`src/rtl/fi_pkg.sv`:
```
package fi_pkg;
  typedef enum logic {
    FI_ALWAYS   = 1'b0,
    FI_INTERMIT = 1'b1
  } fi_mode_e;
endpackage

```
`src/rtl/fi_update.sv`:
```
module fi_update
  import fi_pkg::*;
#(
  parameter int N_RES = 16
) (
  input  logic [N_RES-1:0] suspect_i,
  input  logic [N_RES-1:0] use_a_i,
  input  logic [N_RES-1:0] use_b_i,
  input  logic             mismatch_i,
  input  logic             mode_i,
  output logic [N_RES-1:0] next_o,
  output logic             empty_o
);
  logic [N_RES-1:0] used;
  logic [N_RES-1:0] cand;

  always_comb begin
    used = use_a_i | use_b_i;
    cand = suspect_i;
    if (mismatch_i) begin
      cand = suspect_i & used;
    end else if (mode_i == FI_ALWAYS) begin
      // agreement exonerates everything the pair touched
      cand = suspect_i & ~used;
    end
    empty_o = (cand == '0);
    next_o  = empty_o ? suspect_i : cand;
  end
endmodule

```
`src/rtl/fi_popcount.sv`:
```
module fi_popcount #(
  parameter int N_RES = 16,
  localparam int POP_W = $clog2(N_RES + 1)
) (
  input  logic [N_RES-1:0] mask_i,
  output logic [POP_W-1:0] pop_o
);
  always_comb begin
    pop_o = '0;
    for (int i = 0; i < N_RES; i++) begin
      pop_o = pop_o + POP_W'(mask_i[i]);
    end
  end
endmodule

```
`src/rtl/fi_lowest.sv`:
```
module fi_lowest #(
  parameter int N_RES = 16,
  localparam int IDX_W = $clog2(N_RES)
) (
  input  logic [N_RES-1:0] mask_i,
  output logic [IDX_W-1:0] idx_o
);
  always_comb begin
    idx_o = '0;
    for (int i = N_RES - 1; i >= 0; i--) begin
      if (mask_i[i]) idx_o = IDX_W'(i);
    end
  end
endmodule

```
`src/rtl/fault_isolator.sv`:
```
module fault_isolator #(
  parameter int N_RES = 16,
  parameter int CNT_W = 8,
  localparam int POP_W = $clog2(N_RES + 1),
  localparam int IDX_W = $clog2(N_RES)
) (
  input  logic             clk_i,
  input  logic             rst_ni,
  input  logic             cmp_valid_i,
  input  logic             mode_i,
  input  logic [N_RES-1:0] use_a_i,
  input  logic [N_RES-1:0] use_b_i,
  input  logic             mismatch_i,
  output logic [N_RES-1:0] suspect_o,
  output logic [POP_W-1:0] pop_o,
  output logic [IDX_W-1:0] index_o,
  output logic             done_o,
  output logic [CNT_W-1:0] count_o,
  output logic             incons_o
);
  logic [N_RES-1:0] suspect_q, suspect_d;
  logic [CNT_W-1:0] count_q;
  logic             incons_q;
  logic             empty;

  fi_update #(.N_RES(N_RES)) i_update (
    .suspect_i (suspect_q),
    .use_a_i   (use_a_i),
    .use_b_i   (use_b_i),
    .mismatch_i(mismatch_i),
    .mode_i    (mode_i),
    .next_o    (suspect_d),
    .empty_o   (empty)
  );

  fi_popcount #(.N_RES(N_RES)) i_pop (
    .mask_i(suspect_q),
    .pop_o (pop_o)
  );

  fi_lowest #(.N_RES(N_RES)) i_low (
    .mask_i(suspect_q),
    .idx_o (index_o)
  );

  always_ff @(posedge clk_i or negedge rst_ni) begin
    if (!rst_ni) begin
      suspect_q <= '1;
      count_q   <= '0;
      incons_q  <= 1'b0;
    end else if (cmp_valid_i) begin
      suspect_q <= suspect_d;
      if (count_q != '1) count_q <= count_q + 1'b1;
      if (empty) incons_q <= 1'b1;
    end
  end

  assign suspect_o = suspect_q;
  assign count_o   = count_q;
  assign incons_o  = incons_q;
  assign done_o    = (pop_o == POP_W'(1));
endmodule

```
`config.mk`:
```
export PLATFORM = sky130hd
export DESIGN_NAME = fault_isolator
export DESIGN_NICKNAME = d
export VERILOG_FILES = /design/src/rtl/fi_pkg.sv /design/src/rtl/fi_update.sv /design/src/rtl/fi_popcount.sv /design/src/rtl/fi_lowest.sv /design/src/rtl/fault_isolator.sv
export SDC_FILE = /design/constraint.sdc
export NUM_CORES = 1
export LEC_CHECK = 0
export BUFFER_PORTS_ARGS = -buffer_cell sky130_fd_sc_hd__buf_2
export CAP_MARGIN = 40
export CORE_ASPECT_RATIO = 2
export CORE_MARGIN = 1.5
export CORE_UTILIZATION = 49
export CTS_CLUSTER_DIAMETER = 80
export CTS_CLUSTER_SIZE = 10
export DETAILED_ROUTE_END_ITERATION = 8
export GPL_TIMING_DRIVEN = 0
export PLACE_DENSITY = 0.82
export SYNTH_ARGS = -nofsm -noshare
export SYNTH_HDL_FRONTEND = slang
export SYNTH_SLANG_ARGS = --single-unit
```
`constraint.sdc`:
```
create_clock -name clk_i -period 5.82 [get_ports clk_i]
set_input_delay 0.291 -clock clk_i [delete_from_list [all_inputs] [get_ports clk_i]]
set_output_delay 0.291 -clock clk_i [all_outputs]
set_load 0.01 [all_outputs]
```
# Word level (Yosys, flattened, before mapping)
# Cells that the tools add are included.
[op_classes] addsub=16 n_bitwise=5 eq_ne=2 reduce_logical=4 muxes=18
[ops] op="$add A5 B1 Y5" n=14
[ops] op="$mux W4" n=16
[ops] op="$and A16 B16 Y16" n=2
[ops] op="$mux W16" n=2
[ops] op="$logic_not A16 Y1" n=1
[ops] op="$not A16 Y16" n=1
[ops] op="$or A16 B16 Y16" n=1
[ops] op="$add A8 B1 Y8 const B" n=1
[ops] op="$ne A8 B8 Y1 const B" n=1
[ops] op="$reduce_and A2 Y1" n=3
[ops] op="$eq A5 B1 Y1 const B" n=1
[ops] op="$add A1 B1 Y2" n=1
[ops] op="$not A1 Y1" n=1
[word_totals] reg_bits=25

# Depth between registers and ports, before layout
[logic_depth] word_depth=16 mapped_depth=14

# By module
# From an unflattened synthesis, not the netlist that was laid out.
[unflattened] hier_cells=242 hier_area_um2=2303.5
[modules_own_cells] module="fault_isolator" seq_area_each_um2=645.6 area_each_um2=1069.8 cells_per_inst=74 n_inst=1
[modules_own_cells] module="fi_update" seq_area_each_um2=0.0 area_each_um2=668.1 cells_per_inst=94 n_inst=1
[modules_own_cells] module="fi_popcount" seq_area_each_um2=0.0 area_each_um2=386.6 cells_per_inst=43 n_inst=1
[modules_own_cells] module="fi_lowest" seq_area_each_um2=0.0 area_each_um2=178.9 cells_per_inst=31 n_inst=1

# Least setup slack after synthesis
# No wires, ideal clock.
[synth_timing] kind="flip-flop to output port" start="register suspect_q[0] (netlist: suspect_o[0])" end="output done_o" required_ns=5.529 path_stages_with_launch=12 n_path_buf=0 t_arrival_ns=4.274 slack_ns=1.255 cell_sequence="dfstp_2 > ha_1 > inv_1 > fa_1 > fa_1 > fa_1 > fa_1 > inv_1 > fa_1 > fa_1 > xor2_1 > nor4_1"
[synth_via] elab_chain_len=16
[synth_rtl] element="start: declaration" line_no="fault_isolator.sv:21" text="logic [N_RES-1:0] suspect_q, suspect_d;"
[synth_rtl] element="start signal: assignment" line_no="fault_isolator.sv:52" text="suspect_q <= suspect_d;"
[synth_rtl] element="$add A1 B1 Y2" line_no="fi_popcount.sv:11" text="pop_o = pop_o + POP_W'(mask_i[i]);"
[synth_rtl] element="$add A5 B1 Y5 (14 in a row)" line_no="fi_popcount.sv:11"
[synth_rtl] element="via pop_o[2]" line_no="fault_isolator.sv:15" text="output logic [POP_W-1:0] pop_o,"
[synth_rtl] element="$eq A5 B1 Y1" line_no="fault_isolator.sv:61" text="assign done_o = (pop_o == POP_W'(1));"
[synth_rtl] element="end: declaration" line_no="fault_isolator.sv:17" text="output logic done_o,"
# The timed path passes the listed nets, and every way through them passes these cells.

# Final worst setup path
[layout_timing] start="register suspect_q[0] (netlist: suspect_o[0])" end="output done_o"
[layout_via] elab_chain_len=16
[layout_rtl] element="$add A1 B1 Y2" line_no="fi_popcount.sv:11"
[layout_rtl] element="$add A5 B1 Y5 (14 in a row)" line_no="fi_popcount.sv:11"
[layout_rtl] element="$eq A5 B1 Y1" line_no="fault_isolator.sv:61"
# Every way passes these cells.

==> impl_metrics.env <==
export IMPL_status="complete, but fails checks"
export IMPL_violations="hold timing"
export IMPL_clk_pin_slew_worst_paths_ns=0.09
export IMPL_dp_hpwl_mm=4.01
export IMPL_drive_gt1_frac=0.421
export IMPL_pin_count=72
export IMPL_clk_path_buf_depth=2
export IMPL_cts_tree="built"
export IMPL_min_period_ns=4.92
export IMPL_wl_met2_mm=2.74
export IMPL_synth_edf_count=0
export IMPL_port_buffer_count=71
export IMPL_grt_ovfl_total=0
export IMPL_core_area_um2=3800
export IMPL_synth_common_cells="24 x nor2_1, 23 x inv_1, 16 x dfstp_2"
export IMPL_fin_nets=327
export IMPL_ys_ff_latch=25
export IMPL_slew_headroom=0.638
export IMPL_ant_nets=0
export IMPL_drc=0
export IMPL_end_kind="primary output"
export IMPL_first_iter_violations=27
export IMPL_cts_resized=0
export IMPL_met3_wirelength_um=197
export IMPL_antennaDiodeCount=0
export IMPL_cp_required_ns=5.53
export IMPL_finalWirelength_mm=4.73
export IMPL_dr_max_layer_used="met4"
export IMPL_async_flop_share=1.00
export IMPL_area_growth_pct=24.4
export IMPL_synth_top_area_frac=0.220
export IMPL_setup_viol=0
export IMPL_whs_ns=-0.00991
export IMPL_row_count=32
export IMPL_grt_pass1_vias=1847
export IMPL_worstPathMaxFanout=8
export IMPL_grt_max_degree=26
export IMPL_finalWeightedCongestion=0.797
export IMPL_clk_latency_ns=0.28
export IMPL_ys_types=42
export IMPL_worst_pin_slew_ns=0.542
export IMPL_postCtsHoldBufs=0
export IMPL_fin_tns_setup_ns=0
export IMPL_synthCells=198
export IMPL_dr_pass1_iters=4
export IMPL_crit_type="reg -> out"
export IMPL_synth_main_ff_cell="dfstp_2"
export IMPL_root_buffer="clkbuf_8"
export IMPL_vias=1787
export IMPL_antenna_found_initial=0
export IMPL_cts_buffers=3
export IMPL_fp_dieArea_um2=4300
export IMPL_fmax_mhz=203
export IMPL_synth_area_leaders="dfstp_2 22%, dfrtp_1 12%, fa_1 10%"
export IMPL_min_period_over_period=0.846
export IMPL_yosysTopAreaCell="dfstp_2"
export IMPL_synth_fp_nets=251
export IMPL_cts_sinks=25
export IMPL_rsz0062_at_grt="false"
export IMPL_drt_met1_wl_mm=1.63
export IMPL_yosys_warnings=0
export IMPL_fin_util=0.624
export IMPL_yosysSeqAreaShare=0.338
export IMPL_synth_most_common_cell="nor2_1"
export IMPL_cellLeakagePower_nw=1.10
export IMPL_n_fill_cell=342
export IMPL_die_h_um=91.3
export IMPL_vias_per_cell=5.52
export IMPL_ir_worst_vdd_uv=247
export IMPL_min_path_type="in -> async"
export IMPL_cp_start_kind="register"
export IMPL_maxCapViolations=0
export IMPL_finClkSkew_ns=0.00391
export IMPL_finalPower_w=0.000825
export IMPL_wl_per_cell_um=14.6
export IMPL_grt_usage=0.249
export IMPL_cts_setup_buffers=0
export IMPL_pwr_density_cell_nw_per_um2=347
export IMPL_fp_dieW_um=47.1
export IMPL_critPathArrivalTime_ns=4.63
export IMPL_htreeDepth=1
export IMPL_syn_area_um2=1910
export IMPL_avgSynthCellArea_um2=9.64
export IMPL_initial_core_util=0.502
export IMPL_hold_viol=9
export IMPL_drv_slew=0
export IMPL_grt_pass1_wl_mm=7.82
-- power breakdown --
group | switching (W) | internal, W | total [W]
Sequential | 0.0000486 | 0.000224 | 0.000272
Clock | 0.0000577 | 0.0000481 | 0.000106
Combinational | 0.000247 | 0.000200 | 0.000447
-- critical path: stages (launching register included) --
cell and delay, ns:
dfstp_2 0.62, ha_1 0.25, inv_1 0.07, fa_1 0.44, fa_1 0.56, fa_1 0.44, fa_1 0.49, inv_1 0.04
fa_1 0.40, fa_1 0.43, xor2_1 0.19, nor4_1 0.25, buf_2 0.17
-- cells in the final DEF (no fill, tap or decap), types with 3 or more instances in the layout --
| master | n |
|---|---|
| buf_2 | 72 |
| nor2_1 | 24 |
| inv_1 | 23 |
| dfstp_2 | 16 |
| o21ai_0 | 12 |
| or3b_1 | 10 |
| a21oi_2 | 10 |
| fa_1 | 10 |
| a21oi_1 | 9 |
| o211ai_1 | 9 |
| dfrtp_1 | 9 |
| xnor2_1 | 6 |
| mux2_2 | 6 |
| ha_1 | 6 |
| nand2_1 | 4 |
| nor3_1 | 4 |
| a21boi_0 | 4 |
| xor2_1 | 3 |
| nor4_1 | 3 |
| nand4_1 | 3 |
| o2111ai_1 | 3 |
| clkbuf_8 | 3 |
-- flip-flops by register name, indices dropped and copies added, names as in the netlist --
| register | cells |
|---|---|
| incons_o | 1 |
| count_o | 8 |
| suspect_o | 16 |
-- metal layers --
metal | global-route usage | up-vias
met5 | 0 | -
met4 | 0.125 | 0
met3 | 0.0179 | 15
met2 | 0.451 | 66
met1 | 0.260 | 850
li1 | - | 856
-- logic make-up after synthesis --
| group | Yosys count | share of synthesized area |
|---|---|---|
| adders and majority gates | 16 | 0.144 |
| muxes | 6 | 0.0354 |
| and+or+nand+nor | 57 | 0.164 |
| AOI/OAI and AO/OA | 58 | 0.218 |
| DFF | 25 | 0.338 |
| buffers and inverters | 27 | 0.0596 |
| xor gates and xnor gates | 9 | 0.0413 |
-- through the flow --
step	hold slack (ns)	cells	instance area, µm²	setup WS, ns
CTS	0.0102	324	2370	0.870
floorplan	-0.00459	198	1910	1.25
global placement	0.306	320	2330	1.26
detailed placement	0.308	320	2330	1.18
finish	-0.00991	324	2370	0.899
global route	0.0399	324	2370	0.693
-- area by class of cell --
class                           instances  area (µm²)  share of cell area
Multi-Input combinational cell        146        1150               0.484
Sequential cell                        25         646               0.272
Timing Repair Buffer                   71         355               0.150
Inverter                               23        86.3              0.0364
Tap cell                               51        63.8              0.0269
Clock buffer                            3        41.3              0.0174
Buffer                                  4        27.5              0.0116
Clock inverter                          1        5.00             0.00211
-- final timing paths --
check | start | end | slack [ns] | cells past startpoint
setup / recovery | suspect_o[0] | done_o | 0.90 | 12
hold / removal | rst_ni | count_o[2] | -0.01 | 1
setup reg to reg | suspect_o[15] | suspect_o[4] | 4.02 | 6
hold reg to reg | incons_o | incons_o | 0.48 | 1
max in group asynchronous | rst_ni | suspect_o[6] | 5.46 | 1
min in group clk_i | cmp_valid_i | incons_o | 0.28 | 2
Power figures use the tool's default switching activity.
